--- config.mk ---
export PLATFORM = sky130hd
export DESIGN_NAME = supply_event_stamp
export DESIGN_NICKNAME = d
export VERILOG_FILES = /design/src/rtl/stamp_pkg.sv /design/src/rtl/stamp_ctrl.sv /design/src/rtl/stamp_datapath.sv /design/src/rtl/supply_event_stamp.sv
export SDC_FILE = /design/constraint.sdc
export NUM_CORES = 1
export LEC_CHECK = 0
export BUFFER_PORTS_ARGS = -buffer_cell sky130_fd_sc_hd__buf_4
export CORE_UTILIZATION = 55
export CTS_CLUSTER_SIZE = 24
export DETAILED_ROUTE_END_ITERATION = 8
export PLACE_DENSITY = 0.83
export SETUP_SLACK_MARGIN = 0.05
export SYNTH_ARGS = -nofsm -noshare
export SYNTH_HDL_FRONTEND = slang
export SYNTH_SLANG_ARGS = --single-unit
--- constraint.sdc ---
create_clock -name clk -period 1.83 [get_ports clk]
set_clock_uncertainty 0.05 [all_clocks]
set_input_delay 0.0915 -clock clk [delete_from_list [all_inputs] [get_ports clk]]
set_output_delay 0.0915 -clock clk [all_outputs]
set_load 0.02 [all_outputs]
--- src/rtl/stamp_pkg.sv ---
package stamp_pkg;
  // Strobes from control to datapath, each valid for one cycle
  typedef struct packed {
    logic loadDown;  // copy time into power-down bank
    logic loadUp;    // copy time into power-up bank
    logic clearAll;  // software acknowledge: wipe both banks
  } stampStrobes_t;
endpackage

--- src/rtl/stamp_ctrl.sv ---
module stamp_ctrl
  import stamp_pkg::*;
#(
  parameter int ADDR_W      = 5,
  parameter int DATA_W      = 8,
  parameter int CTRL_ADDR   = 3,
  parameter int FLAG_BIT    = 4,
  parameter int SYNC_STAGES = 2
) (
  input  logic              clk,
  input  logic              rstN,
  input  logic              supplyGood,
  input  logic              oscRunning,
  input  logic              backupPresent,
  input  logic [ADDR_W-1:0] regAddr,
  input  logic              regWe,
  input  logic [DATA_W-1:0] regWdata,
  output stampStrobes_t     strb,
  output logic              batFlag
);
  localparam logic [ADDR_W-1:0] CTRL_A = ADDR_W'(CTRL_ADDR);

  logic [SYNC_STAGES-1:0] syncChain;
  logic prevGood;
  logic syncedGood;
  logic fallEdge;
  logic riseEdge;
  logic captureOk;
  logic clearReq;

  // The synchroniser resets to "supply good", so reset itself never makes an edge.
  always_ff @(posedge clk or negedge rstN) begin
    if (!rstN) begin
      syncChain <= '1;
      prevGood  <= 1'b1;
    end else begin
      syncChain <= {syncChain[SYNC_STAGES-2:0], supplyGood};
      prevGood  <= syncedGood;
    end
  end

  assign syncedGood = syncChain[SYNC_STAGES-1];
  assign fallEdge   = prevGood & ~syncedGood;
  assign riseEdge   = ~prevGood & syncedGood;
  assign captureOk  = oscRunning & backupPresent;
  assign clearReq   = regWe && (regAddr == CTRL_A) && !regWdata[FLAG_BIT];

  always_comb begin
    strb.loadDown = fallEdge & captureOk;
    strb.loadUp   = riseEdge & captureOk;
    strb.clearAll = clearReq;
  end

  // A capture takes priority over a clear in the same cycle.
  always_ff @(posedge clk or negedge rstN) begin
    if (!rstN)              batFlag <= 1'b0;
    else if (strb.loadDown) batFlag <= 1'b1;
    else if (clearReq)      batFlag <= 1'b0;
  end

  p_flag_set_r4: assert property (@(posedge clk) disable iff (!rstN)
    strb.loadDown |=> batFlag);
  p_flag_sticky_r4: assert property (@(posedge clk) disable iff (!rstN)
    (batFlag && !strb.clearAll) |=> batFlag);
  p_flag_clear_r5: assert property (@(posedge clk) disable iff (!rstN)
    (strb.clearAll && !strb.loadDown) |=> !batFlag);
  p_single_capture_r8: assert property (@(posedge clk) disable iff (!rstN)
    (strb.loadDown || strb.loadUp) |=> !(strb.loadDown || strb.loadUp));
endmodule

--- src/rtl/stamp_datapath.sv ---
module stamp_datapath
  import stamp_pkg::*;
#(
  parameter int ADDR_W      = 5,
  parameter int DATA_W      = 8,
  parameter int STAMP_BYTES = 4,
  parameter int CTRL_ADDR   = 3,
  parameter int FLAG_BIT    = 4,
  parameter int DOWN_BASE   = 24,
  parameter int UP_BASE     = 28
) (
  input  logic                          clk,
  input  logic                          rstN,
  input  stampStrobes_t                 strb,
  input  logic                          batFlag,
  input  logic [DATA_W*STAMP_BYTES-1:0] timeNow,
  input  logic [ADDR_W-1:0]             regAddr,
  output logic [DATA_W-1:0]             regRdata
);
  localparam int STAMP_W = DATA_W * STAMP_BYTES;
  localparam logic [ADDR_W-1:0] CTRL_A = ADDR_W'(CTRL_ADDR);

  logic [STAMP_W-1:0]     downBank;
  logic [STAMP_W-1:0]     upBank;
  logic [STAMP_BYTES-1:0] downHit;
  logic [STAMP_BYTES-1:0] upHit;

  // A bank that is loading ignores a clear arriving in the same cycle.
  always_ff @(posedge clk or negedge rstN) begin
    if (!rstN)              downBank <= '0;
    else if (strb.loadDown) downBank <= timeNow;
    else if (strb.clearAll) downBank <= '0;
  end

  always_ff @(posedge clk or negedge rstN) begin
    if (!rstN)              upBank <= '0;
    else if (strb.loadUp)   upBank <= timeNow;
    else if (strb.clearAll) upBank <= '0;
  end

  for (genvar g = 0; g < STAMP_BYTES; g++) begin : g_hit
    assign downHit[g] = (regAddr == ADDR_W'(DOWN_BASE + g));
    assign upHit[g]   = (regAddr == ADDR_W'(UP_BASE + g));
  end

  always_comb begin
    regRdata = '0;
    if (regAddr == CTRL_A) regRdata[FLAG_BIT] = batFlag;
    for (int i = 0; i < STAMP_BYTES; i++) begin
      if (downHit[i]) regRdata = downBank[i*DATA_W +: DATA_W];
      if (upHit[i])   regRdata = upBank[i*DATA_W +: DATA_W];
    end
  end

  p_down_load_r2: assert property (@(posedge clk) disable iff (!rstN)
    strb.loadDown |=> downBank == $past(timeNow));
  p_up_load_r3: assert property (@(posedge clk) disable iff (!rstN)
    strb.loadUp |=> upBank == $past(timeNow));
  p_down_hold_r7: assert property (@(posedge clk) disable iff (!rstN)
    (!strb.loadDown && !strb.clearAll) |=> $stable(downBank));
  p_up_hold_r7: assert property (@(posedge clk) disable iff (!rstN)
    (!strb.loadUp && !strb.clearAll) |=> $stable(upBank));
  p_coincide_r11: assert property (@(posedge clk) disable iff (!rstN)
    (strb.clearAll && strb.loadUp) |=> downBank == '0);
endmodule

--- src/rtl/supply_event_stamp.sv ---
module supply_event_stamp
  import stamp_pkg::*;
#(
  parameter int DATA_W      = 8,
  parameter int STAMP_BYTES = 4,
  parameter int ADDR_W      = 5,
  parameter int CTRL_ADDR   = 3,
  parameter int FLAG_BIT    = 4,
  parameter int DOWN_BASE   = 24,
  parameter int UP_BASE     = 28,
  parameter int SYNC_STAGES = 2
) (
  input  logic                          clk,
  input  logic                          rstN,
  input  logic [DATA_W*STAMP_BYTES-1:0] timeNow,
  input  logic                          supplyGood,
  input  logic                          oscRunning,
  input  logic                          backupPresent,
  input  logic [ADDR_W-1:0]             regAddr,
  input  logic                          regWe,
  input  logic [DATA_W-1:0]             regWdata,
  output logic [DATA_W-1:0]             regRdata
);
  stampStrobes_t strb;
  logic batFlag;

  stamp_ctrl #(
    .ADDR_W(ADDR_W), .DATA_W(DATA_W), .CTRL_ADDR(CTRL_ADDR),
    .FLAG_BIT(FLAG_BIT), .SYNC_STAGES(SYNC_STAGES)
  ) u_ctrl (
    .clk(clk), .rstN(rstN), .supplyGood(supplyGood),
    .oscRunning(oscRunning), .backupPresent(backupPresent),
    .regAddr(regAddr), .regWe(regWe), .regWdata(regWdata),
    .strb(strb), .batFlag(batFlag)
  );

  stamp_datapath #(
    .ADDR_W(ADDR_W), .DATA_W(DATA_W), .STAMP_BYTES(STAMP_BYTES),
    .CTRL_ADDR(CTRL_ADDR), .FLAG_BIT(FLAG_BIT),
    .DOWN_BASE(DOWN_BASE), .UP_BASE(UP_BASE)
  ) u_dp (
    .clk(clk), .rstN(rstN), .strb(strb), .batFlag(batFlag),
    .timeNow(timeNow), .regAddr(regAddr), .regRdata(regRdata)
  );
endmodule

* After elaboration in Yosys (flattened, before gate mapping) *
Index checks and enable logic that the tools add are counted.
W data, S select, Z words.

storage, ports and cells
  bits of input ports = 51
  flip-flop bits (word level) = 68
  memory bits (read-only) = 0
  bits in writable memories = 0
  output and inout bits = 8
  bits in latches = 0
  memories = 0

operators by class
  reduce and logical (&&, ||, !) cells = 5
  $mul = 0
  equal/unequal tests = 9
  bitwise operators = 7
  $lt $le $gt $ge = 0
  shift operators = 0
  mux-type cells = 14
  $add $sub $neg = 0
  divide/modulo/power cells = 0

operator list
  kind                  count
  $mux W32              3
  $mux W8               8
  $eq A5 B5 Y1 const B  8
  $and A1 B1 Y1         5
  $eq A5 B2 Y1 const B  1
  $reduce_bool A2 Y1    2
  $mux W1               3
  $logic_and A1 B1 Y1   2
  $not A1 Y1            2
  $logic_not A1 Y1      1

* Logic depth before layout (Yosys ltp) *
Gate-level depths: netlist of the first run.

  depth in word-level cells = 10
  depth in mapped cells = 6

* By module *
From an unflattened synthesis of the first run, not the netlist that was laid out.

unflattened totals
  cells, all modules = 375
  area, all modules = 3488.3 sq um

modules (own cells, without submodules)
  module          sequential area each (sq um)  area each (sq um)  times used  cells each
  stamp_datapath  1601.5                        3323.2             1           362
  stamp_ctrl      103.8                         165.2              1           13

* Worst setup path after synthesis of the first run *
Ideal clock, no wire load.

  kind = register -> register
  start = register u_ctrl.syncChain[1]
  end = register u_dp.upBank[10]
  library setup time = 121 ps
  cell stages (with the launch flop) = 5
  slack = 401 ps
  arrival time = 1258 ps
  cell sequence = dfstp_2 nor3b_2 nor2_2 buf_6 a22o_1

on the way
  word-level cells in the longest chain between the ends = 3
  elaborated cells between the ends (all ways) = 4

RTL lines
  element                                                line                  RTL
  start: declaration                                     stamp_ctrl.sv:23      logic [SYNC_STAGES-1:0] syncChain;
  start signal: assignment                               stamp_ctrl.sv:37      syncChain <= {syncChain[SYNC_STAGES-2:0], supplyGood};
  $and A1 B1 Y1 *                                        stamp_ctrl.sv:44      assign riseEdge = ~prevGood & syncedGood;
  $and A1 B1 Y1 *                                        stamp_ctrl.sv:50      strb.loadUp = riseEdge & captureOk;
  $mux W32 / $reduce_bool A2 Y1 (equally long branches)  n/a
  end signal: assignment                                 stamp_datapath.sv:37  else if (strb.loadUp) upBank <= timeNow;
  end: declaration                                       stamp_datapath.sv:24  logic [STAMP_W-1:0] upBank;

Mark *: on every way between the ends. The rest lies on a longest branch, timed or not.
A chain may end at the register's enable or synchronous reset.

* Worst setup path in the final report of the first run *
  start = register u_dp.upBank[8]
  end = output port regRdata[0]

on the way
  word-level cells in the longest chain between the ends = 5

RTL lines
  element           line                      RTL
  $mux W8           stamp_datapath.sv:51      if (upHit[i]) regRdata = upBank[i*DATA_W +: DATA_W];
  $mux W8           stamp_datapath.sv:50      if (downHit[i]) regRdata = downBank[i*DATA_W +: DATA_W];
  $mux W8           stamp_datapath.sv:51
  $mux W8           stamp_datapath.sv:50
  $mux W8           stamp_datapath.sv:51
  end: declaration  supply_event_stamp.sv:22  output logic [DATA_W-1:0] regRdata

Every way passes these cells.

==> results of run 1 <==
## through the flow
stage / hold slack, ns / setup slack [ns] / cells / util [%] / setup TNS (ns)
final: 0.0198 / -0.0484 / 430 / 76.0 / -0.0484
after global routing: 0.0524 / -0.0889 / 430 / 76.0 / -0.106
after global placement: 0.0165 / 0.228 / 374 / 65.4 / 0
after CTS: 0.0168 / 0.0112 / 425 / 75.2 / 0
after floorplan: -0.254 / 0.401 / 259 / - / 0
after detailed placement: 0.0204 / 0.193 / 374 / 65.4 / 0
## worst max-delay path, cell delays in order, from the launching register on
cell and delay, ns:
dfrtp_1 0.42, mux2_4 0.29, a221oi_2 0.25, a21oi_2 0.07
o21a_1 0.22, buf_6 0.13
## logic make-up after synthesis
| group | synth area share (%) |
|---|---|
| AO/OA/AOI/OAI | 24.7 |
| XOR/XNOR | 0.276 |
| buffers and inverters | 5.16 |
| flip-flops | 53.7 |
| multiplexers | 6.42 |
| AND/OR/NAND/NOR | 9.73 |
## repair_timing
item,in CTS,in global routing
hold endpoints to repair,104,0
buffers inserted,0,5
endpoints found under the setup margin,3,6
resized for setup,4,2
hold buffers,35,0
pin swaps,1,1
## registers in the layout, summed over array words and instances (netlist names)
register	cells
u_ctrl.batFlag	1
u_ctrl.prevGood	1
u_ctrl.syncChain	2
u_dp.downBank	32
u_dp.upBank	32
## layer usage
layer  up-vias  track usage, %
met1      1339            40.5
met5         -               0
met4         0            11.5
li1       1180               -
met3        26            8.59
met2       178            46.1
## worst max-delay path by stage
stage | start | end | slack [ns] | depth (start not counted)
after floorplan | u_ctrl.syncChain[1]$_DFF_PN1_ | u_dp.upBank[10]$_DFFE_PN0P_ | 0.40 | 4
final | u_dp.upBank[8]$_DFFE_PN0P_ | regRdata[0] | -0.05 | 5
after detailed placement | regAddr[2] | regRdata[1] | 0.19 | 6
after global placement | regAddr[2] | u_dp.downBank[4]$_DFFE_PN0P_ | 0.23 | 6
after CTS | u_dp.upBank[0]$_DFFE_PN0P_ | regRdata[0] | 0.01 | 5
after global routing | u_dp.upBank[0]$_DFFE_PN0P_ | regRdata[0] | -0.09 | 5
## power groups by stage
stage / sequential, uW / clock (uW) / combinational, uW
5_1_grt: 1980 / 1220 / 865
6_report: 1960 / 1130 / 800
3_3_place_gp: 1950 / 0 / 664
2_1_floorplan: 1910 / 0 / 462
3_5_place_dp: 1960 / 0 / 690
4_1_cts: 1940 / 1120 / 755
## area by class of cell
type | count | area (um^2)
Clock inverter | 7 | 51.3
Inverter | 4 | 15.0
Sequential cell | 68 | 1710
Multi-Input combinational cell | 164 | 1340
Tap cell | 72 | 90.1
Timing Repair Buffer | 106 | 887
Clock buffer | 9 | 124
Fill cell | 347 | 1330
## cell usage in the layout, fill, tap and decap left out, types with 3 or more instances in the layout
cell type / Yosys / routed
a211oi_1: 4 / 4
a21oi_1: 5 / 4
a22o_1: 64 / 64
buf_4: 2 / 70
clkbuf_8: 0 / 9
dfrtp_1: 65 / 65
dfstp_2: 3 / 3
dlygate4sd3_1: 0 / 35
inv_1: 4 / 4
mux2i_1: 8 / 8
mux4_2: 4 / 4
nand2_1: 10 / 10
nand2b_1: 3 / 3
nand3_1: 5 / 5
nor2_1: 11 / 11
nor2b_1: 3 / 3
o21ai_0: 10 / 10
==> run summary, run 1 <==
Number of global-route vias before repair: 2690
Pre-antenna DRT Iters: 5
Final worst-path cycle share: 103%
Fin area: 0.00421 mm^2
VDD IR max: 0.592 mV
Leak Pwr: 0.00200 uW
Synth unique cells: 42
Die H: 78.0 um
Wl on met1: 3420 um
Port-buffer cells: 51
CTS tree: built
Slew HR: 69.5%
Max Cap Violations: 0
Max H-tree Level: 3
Layout cells sized above 1: 29.6%
DR WL met3: 744 um
Tmin final: 1.88 ns
Power per Cell Area: 922 mW/mm^2
All-Layer GR Usage: 30.0%
Placer Congestion: 0.874
CP required: 1.69 ns
Max Root-Sink Buffers: 2
Die width: 78.0 um
Starting Density: 57.3%
NetSw: 1140 uW
Ys flop type: dfrtp_1
P_int: 2740 uW
DRC: 0
Critical Path Source Type: flip-flop
CTS Buf Count: 9
Mapped cell area: 0.00318 mm^2
Failing checks: setup timing
Pin slew with the least headroom to its limit: 0.457 ns
Initial antenna violation count: 0
Die area: 0.00608 mm^2
Register-to-Register Path Depth: 4
Syn_area_per_cell: 12.3 um^2
Asr flop ratio synth: 100%
#FFs+latches synth: 68
Max-slew violation count: 0
Max Clock Freq: 532 MHz
Antenna-violating nets left: 0
Via count: 2723
Status: finished with violations
Worst-path clk slew: 0.08 ns
Top cells by count, synth: dfrtp_1, a22o_1, nor2_1
Top-count cell post-synth: dfrtp_1
DR iter-0 viols: 316
Yosys top cell area share: 51.2%
Crit path max fanout: 2
DR top layer: met4
Final hold violations: 0
Fraction of power consumed by the clock network: 29.0%
Sw Ratio: 29.4%
RSZ-0062 raised after global routing: true
Setup CP Type: flip-flop to output pin
EDFF count, synth: 0
Placed Area: 0.00362 mm^2
Synth Instances: 259
Vias/cell: 6.33
Net Count, Synth: 310
YS warnings: 0
Worst r2r src: u_ctrl.syncChain[1]$_DFF_PN1_
Syn-to-layout area delta: 32.7%
Min-delay worst type: input port to flip-flop
CTS Sinks: 68
Clock root buffer: clkbuf_8
Final setup fails: 1
Final WL: 8320 um
FF-to-FF setup slack: 0.34 ns
Final nets: 404
Seq/Total Area, Yosys: 53.7%
Final WS setup: -0.0484 ns
WHS Endpoint: u_ctrl.batFlag$_DFFE_PN0P_
Hold Path Depth: 3
Cell row count: 27
Wire per inst: 19.4 um
Core ar.: 0.00554 mm^2
Met2 WL: 3990 um
Ranking of synthesized cells by area: dfrtp_1, a22o_1, mux4_2
Largest net degree at the start of global routing: 37
Total power: 3880 uW
Top cell type by total area after synthesis: dfrtp_1
# IOs: 59
Worst R2R End: u_dp.upBank[4]$_DFFE_PN0P_
WP data arrival: 1.74 ns
Crit. End Element: output pin
Antenna diode count: 0
Combinational fraction of design power: 20.6%
Hold_sp: regAddr[4]
Dpl hpwl: 5250 um
GRT overflow: 0
Clock Latency Late Sink: 0.36 ns
First-pass GRT wire length: 13500 um
Reg power frac: 50.4%
Note: power is estimated with default switching activity, not from simulation.
==> inputs of run 2 (changes only) <==
CORE_UTILIZATION = 59   (was 55)
PLACE_DENSITY = 0.88   (was 0.83)
clock period = 2.4 ns   (was 1.83 ns; I/O delays follow)
==> run summary, run 2 (same netlist as run 1, synthesis figures left out) <==
Status: completed
Setup CP Type: flip-flop to output pin
Max H-tree Level: 3 (unchanged)
Starting Density: 61.8% (+4.5 points)
Total power: 2880 uW (-26%)
Final nets: 391 (-3.2%)
Initial antenna violation count: 0 (unchanged)
Antenna-violating nets left: 0 (unchanged)
Power per Cell Area: 707 mW/mm^2 (-23%)
Pre-antenna DRT Iters: 5 (unchanged)
WP data arrival: 1.77 ns (+0.03 ns)
Syn-to-layout area delta: 28.5%
Max Clock Freq: 515 MHz
Commonest non-fill, non-tap cell in the layout: dfrtp_1
Worst-path clk slew: 0.07 ns (about the same)
Leak Pwr: 0.00193 uW (-3.9%)
Core ar.: 0.00514 mm^2 (-7.2%)
Setup bufs post-CTS: 0 (unchanged)
Clock Latency Late Sink: 0.34 ns (-0.02 ns)
Largest net degree at the start of global routing: 69 (+86%)
Placer Congestion: 0.833 (-4.6%)
Crit path max fanout: 2 (unchanged)
Antenna diode count: 0 (unchanged)
CTS tree: built
Crit. End Element: output pin
Regs by FF count: u_dp.downBank (32), u_dp.upBank (32), u_ctrl.syncChain (2)
Wire per inst: 19.9 um (+2.6%)
Die width: 75.4 um (-3.4%)
Pin slew with the least headroom to its limit: 0.809 ns (+0.352 ns)
Fill cell count: 315 (-9.2%)
Port-buffer cells: 51 (unchanged)
DR iter-0 viols: 296 (-6.3%)
Min-delay worst type: input port to flip-flop
Critical Path Source Type: flip-flop
Layout cells sized above 1: 25.8% (-3.8 points)
Number of global-route vias before repair: 2545 (-5.4%)
All-Layer GR Usage: 32.3% (+2.3 points)
Most frequent cells in the layout: dfrtp_1, a22o_1, buf_4, dlygate4sd3_1, nor2_1
Clock root buffer: clkbuf_8
# IOs: 59 (unchanged)
CTS Buf Count: 9 (unchanged)
RSZ-0062 raised after global routing: false
Cell row count: 26 (-3.7%)
Dpl hpwl: 4820 um (-8.1%)
VDD IR max: 0.510 mV (-14%)
Placed Area: 0.00357 mm^2 (-1.5%)
Final WL: 8240 um (-0.97%)
DRC: 0 (unchanged)
First-pass GRT wire length: 12900 um (-4.3%)
CTS Sinks: 68 (unchanged)
CP required: 2.23 ns (+0.54 ns)
Final hold violations: 0 (unchanged)
Fin area: 0.00408 mm^2 (-3.1%)
Max Cap Violations: 0 (unchanged)
Setup_tns: 0 ns (+0.0484 ns)
Final setup fails: 0 (-1)
Vias/cell: 6.24 (-1.5%)
Via count: 2588 (-5.0%)
Tmin final: 1.94 ns
GRT overflow: 0 (unchanged)
Final worst-path cycle share: 80.8%
Max-slew violation count: 0 (unchanged)
Die H: 75.4 um (-3.4%)
Die area: 0.00568 mm^2 (-6.6%)
Slew HR: 46.1% (-23 points)
Hold WS: 0.0279 ns (+0.00817 ns)
Max Root-Sink Buffers: 2 (unchanged)
## run 2: repair_timing
action / in CTS / in global routing
resized for setup: 0 / 0
hold buffers: 34 / 0
endpoints found under the hold margin: 130 / 0
## run 2: through the flow
| step | util, % | std cells | worst slack [ns] |
|---|---|---|---|
| after floorplan | - | 259 | 0.971 |
| after global placement | 69.4 | 365 | 0.647 |
| after detailed placement | 69.4 | 365 | 0.623 |
| after CTS | 79.4 | 415 | 0.489 |
| after global routing | 79.4 | 415 | 0.445 |
| final | 79.4 | 415 | 0.460 |
## run 2: power by group
part / leakage [uW] / switching (uW) / total (uW) / internal (uW)
registers: 0.000852 / 141 / 1500 / 1360
clock network: 0.0000824 / 421 / 821 / 400
logic: 0.000991 / 241 / 568 / 327
total: 0.00193 / 803 / 2880 / 2080
## run 2: area by class of cell
class | instances | area (um^2) | area share (%)
Multi-Input combinational cell | 164 | 1320 | 32.3
Clock buffer | 12 | 145 | 3.56
Tap cell | 70 | 87.6 | 2.15
Sequential cell | 68 | 1710 | 41.8
Clock inverter | 4 | 25.0 | 0.613
Inverter | 4 | 15.0 | 0.368
Timing Repair Buffer | 93 | 783 | 19.2
## run 2: final timing paths
kind                                          startpoint  cells past startpoint                             to  slack [ns]
setup / recovery            u_dp.downBank[5]$_DFFE_PN0P_                      4                    regRdata[5]        0.46
hold / removal                               regWdata[4]                      3     u_ctrl.batFlag$_DFFE_PN0P_        0.03
setup reg to reg           u_ctrl.syncChain[1]$_DFF_PN1_                      3    u_dp.upBank[10]$_DFFE_PN0P_        0.84
hold reg to reg            u_ctrl.syncChain[0]$_DFF_PN1_                      0  u_ctrl.syncChain[1]$_DFF_PN1_        0.32
max in group asynchronous                           rstN                      2  u_dp.downBank[30]$_DFFE_PN0P_        1.42
min in group asynchronous                           rstN                      2     u_dp.upBank[1]$_DFFE_PN0P_        0.37
## run 2: critical path, cell delays in order, from the launching register on
cell	delay [ns]
dfrtp_1	0.40
mux2_2	0.28
o311ai_0	0.39
o22ai_1	0.18
buf_4	0.19
## run 2: metal layers
layer | global-route usage, % | up-vias | wire, um
met1 | 44.5 | 1270 | 3520
met5 | 0 | - | 0
met2 | 48.5 | 145 | 4000
met4 | 15.0 | 0 | 163
met3 | 8.47 | 17 | 559
li1 | - | 1156 | -
==> inputs of run 3 (changes only) <==
ABC_AREA = 1   (was unset)
CORE_UTILIZATION = 55   (was 59)
PLACE_DENSITY = 0.83   (was 0.88)
clock period = 2 ns   (was 2.4 ns; I/O delays follow)
==> run summary, run 3 <==
Worst r2r src: u_ctrl.syncChain[1]$_DFF_PN1_
Worst R2R End: u_dp.upBank[24]$_DFFE_PN0P_
VDD IR max: 0.567 mV (+11%)
Top-count cell post-synth: dfrtp_1
Syn-to-layout area delta: 29.3%
Critical Path Source Type: flip-flop
Final worst-path cycle share: 83.2%
CP startpoint: u_dp.upBank[5]$_DFFE_PN0P_
Crit. End Element: output pin
Worst path slowest cell: dfrtp_1
RSZ-0062 raised after global routing: false
Net Count, Synth: 430 (+39%)
Status: completed
Simple-Gate Fraction of Synth Area: 25.2% (+15 points)
Final nets: 509 (+30%)
Largest family of logic cells by synthesized area: simple AND/OR/NAND/NOR gates
Compound-Gate Fraction of Synth Area: 11.4% (-13 points)
Clock Latency Late Sink: 0.34 ns (about the same)
Regs by FF count: u_dp.downBank (32), u_dp.upBank (32), u_ctrl.syncChain (2)
Setup_tns: 0 ns (unchanged)
Die area: 0.00617 mm^2 (+8.5%)
Seq/Total Area, Yosys: 53.0% (-0.75 points)
YS warnings: 0 (unchanged)
Ys flop type: dfrtp_1
# IOs: 59 (unchanged)
Max Root-Sink Buffers: 2 (unchanged)
Max Cap Violations: 0 (unchanged)
GRT overflow: 0 (unchanged)
All-Layer GR Usage: 29.4% (-2.9 points)
Port-buffer cells: 51 (unchanged)
Final hold violations: 0 (unchanged)
#FFs+latches synth: 68 (unchanged)
Die width: 78.5 um (+4.2%)
Largest net degree at the start of global routing: 69 (unchanged)
DRC: 0 (unchanged)
Core ar.: 0.00557 mm^2 (+8.4%)
CTS tree: built
Antenna diode count: 0 (unchanged)
CTS Buf Count: 9 (unchanged)
Top cells by count, synth: dfrtp_1, inv_1, nand3_1
Fin util: 74.7% (-4.7 points)
Commonest non-fill, non-tap cell in the layout: dfrtp_1
Asr flop ratio synth: 100% (unchanged)
Max Clock Freq: 601 MHz
CP peak stage delay: 0.40 ns (about the same)
Initial antenna violation count: 0 (unchanged)
Top cell type by total area after synthesis: dfrtp_1
FF-to-FF setup slack: 0.38 ns (-0.46 ns)
Worst-path clk slew: 0.07 ns (about the same)
Max H-tree Level: 3 (unchanged)
Placed Area: 0.00369 mm^2 (+3.3%)
CP endpoint: regRdata[5]
Layout cells sized above 1: 20.1% (-5.7 points)
Yosys top cell area share: 50.5% (-0.72 points)
WP data arrival: 1.51 ns (-0.26 ns)
EDFF count, synth: 0 (unchanged)
Vias/cell: 5.52 (-12%)
First-pass GRT wire length: 13600 um (+5.3%)
Die H: 78.5 um (+4.2%)
Leak Pwr: 0.00211 uW (+9.5%)
Top cell by count, worst path: nand4_1
Wire per inst: 15.1 um (-24%)
Via count: 2951 (+14%)
Fin area: 0.00416 mm^2 (+2.1%)
Placer Congestion: 0.851 (+2.2%)
XOR/XNOR share of the synthesized area: 0% (-0.28 points)
Clock root buffer: clkbuf_8
DR iter-0 viols: 262 (-11%)
Syn_area_per_cell: 8.50 um^2 (-31%)
CTS Sinks: 68 (unchanged)
Number of global-route vias before repair: 2835 (+11%)
Post-cts sizing count: 0 (unchanged)
Power per Cell Area: 828 mW/mm^2 (+17%)
Ranking of synthesized cells by area: dfrtp_1, nand3_1, inv_1
Min-delay worst type: input port to flip-flop
Pre-antenna DRT Iters: 6 (+1)
Starting Density: 57.8% (-4.0 points)
Slew HR: 44.1% (-2.0 points)
Worst-path cell chain: nand4_1, nand3_1, nor3_1, nand4_1, buf_4
Final WL: 8060 um (-2.2%)
CP required: 1.85 ns (-0.38 ns)
Fill cell count: 402 (+28%)
Synth unique cells: 21 (-50%)
Final setup fails: 0 (unchanged)
Crit path max fanout: 2 (unchanged)
Tmin final: 1.66 ns
Most frequent cells in the layout: dfrtp_1, inv_1, buf_4, nand2_1, nand3_1
Pin slew with the least headroom to its limit: 0.839 ns (+0.0299 ns)
Post-synthesis adder-cell area fraction: 0% (unchanged)
Register-to-Register Path Depth: 4 (+1)
Dpl hpwl: 4950 um (+2.7%)
Setup CP Type: flip-flop to output pin
Max-slew violation count: 0 (unchanged)
Antenna-violating nets left: 0 (unchanged)
Cell row count: 27 (+3.8%)
Mux cell area share after synthesis: 0% (-6.4 points)
Synth Instances: 379 (+46%)
Mapped cell area: 0.00322 mm^2 (+1.4%)
Hold WS: 0.00414 ns (-0.0238 ns)
[run 3: cell types whose count changed in the layout (fill, tap and decap cells not counted), moves of 5 or more]
cell,previous run,this run
a22o_1,64,0
inv_1,4,62
nand3_1,5,49
nand2_1,10,49
o21ai_0,10,36
o22ai_1,2,18
nand4_1,0,14
nand3_2,0,13
nor2_1,11,24
o21ai_1,0,12
mux2i_1,8,0
dlygate4sd3_1,34,29
[run 3: cells by family (layout without fill, tap and decap cells)]
| logic type | count (synthesis) | after routing |
|---|---|---|
| simple gates | 161 | 161 |
| buf+inv | 81 | 165 |
| compound gates | 69 | 69 |
| flops | 68 | 68 |
[run 3: per-stage QoR]
step	power [uW]	std cells	setup slack [ns]
floorplan	2080	379	0.630
global placement	2280	490	0.463
detailed placement	2310	490	0.440
CTS	3460	534	0.331
global route	3630	535	0.221
finish	3450	535	0.337
[run 3: critical path: cells and delay by family, from the launching register on]
kind	cells	cell delay, ns
AND/OR/NAND/NOR	4	0.58
flip-flops	1	0.40
buffers and inverters	1	0.18
[run 3: timing repair]
action / 4_1_cts / 5_1_grt
hold buffers: 28 / 1
buffers inserted: 0 / 0
endpoints found under the hold margin: 108 / 1
[run 3: worst min path at each step]
| stage | cells after the start | end | slack [ns] | start |
|---|---|---|---|---|
| 2_1_floorplan | 0 | u_ctrl.batFlag$_DFFE_PN0P_ | -0.25 | rstN |
| 3_3_place_gp | 1 | u_ctrl.syncChain[0]$_DFF_PN1_ | 0.16 | supplyGood |
| 3_5_place_dp | 1 | u_ctrl.syncChain[0]$_DFF_PN1_ | 0.16 | supplyGood |
| 4_1_cts | 3 | u_dp.downBank[15]$_DFFE_PN0P_ | 0.0006 | timeNow[15] |
| 5_1_grt | 3 | u_dp.upBank[11]$_DFFE_PN0P_ | 0.002 | timeNow[11] |
| 6_report | 3 | u_dp.upBank[22]$_DFFE_PN0P_ | 0.004 | timeNow[22] |
[run 3: report_power, final]
| group | switching (uW) | internal [uW] | leakage (uW) |
|---|---|---|---|
| Sequential | 140 | 1640 | 0.000845 |
| Combinational | 305 | 271 | 0.00117 |
| Clock | 485 | 611 | 0.0000947 |
| Total | 930 | 2520 | 0.00211 |
[run 3: per-layer routing]
| layer | wire, um | GRT usage, % | vias to the layer above |
|---|---|---|---|
| li1 | - | - | 1407 |
| met2 | 3940 | 46.6 | 119 |
| met4 | 179 | 10.9 | 0 |
| met5 | 0 | 0 | - |
| met3 | 485 | 6.51 | 24 |
| met1 | 3460 | 39.5 | 1401 |
[run 3: area by class of cell]
cell class                      instances  area (um^2)  area share, %
Clock buffer                           14          153           3.67
Sequential cell                        68         1710           41.0
Timing Repair Buffer                   87          763           18.3
Clock inverter                          2         35.0          0.841
Inverter                               62          233           5.59
Tap cell                               72         90.1           2.16
Multi-Input combinational cell        230         1180           28.5
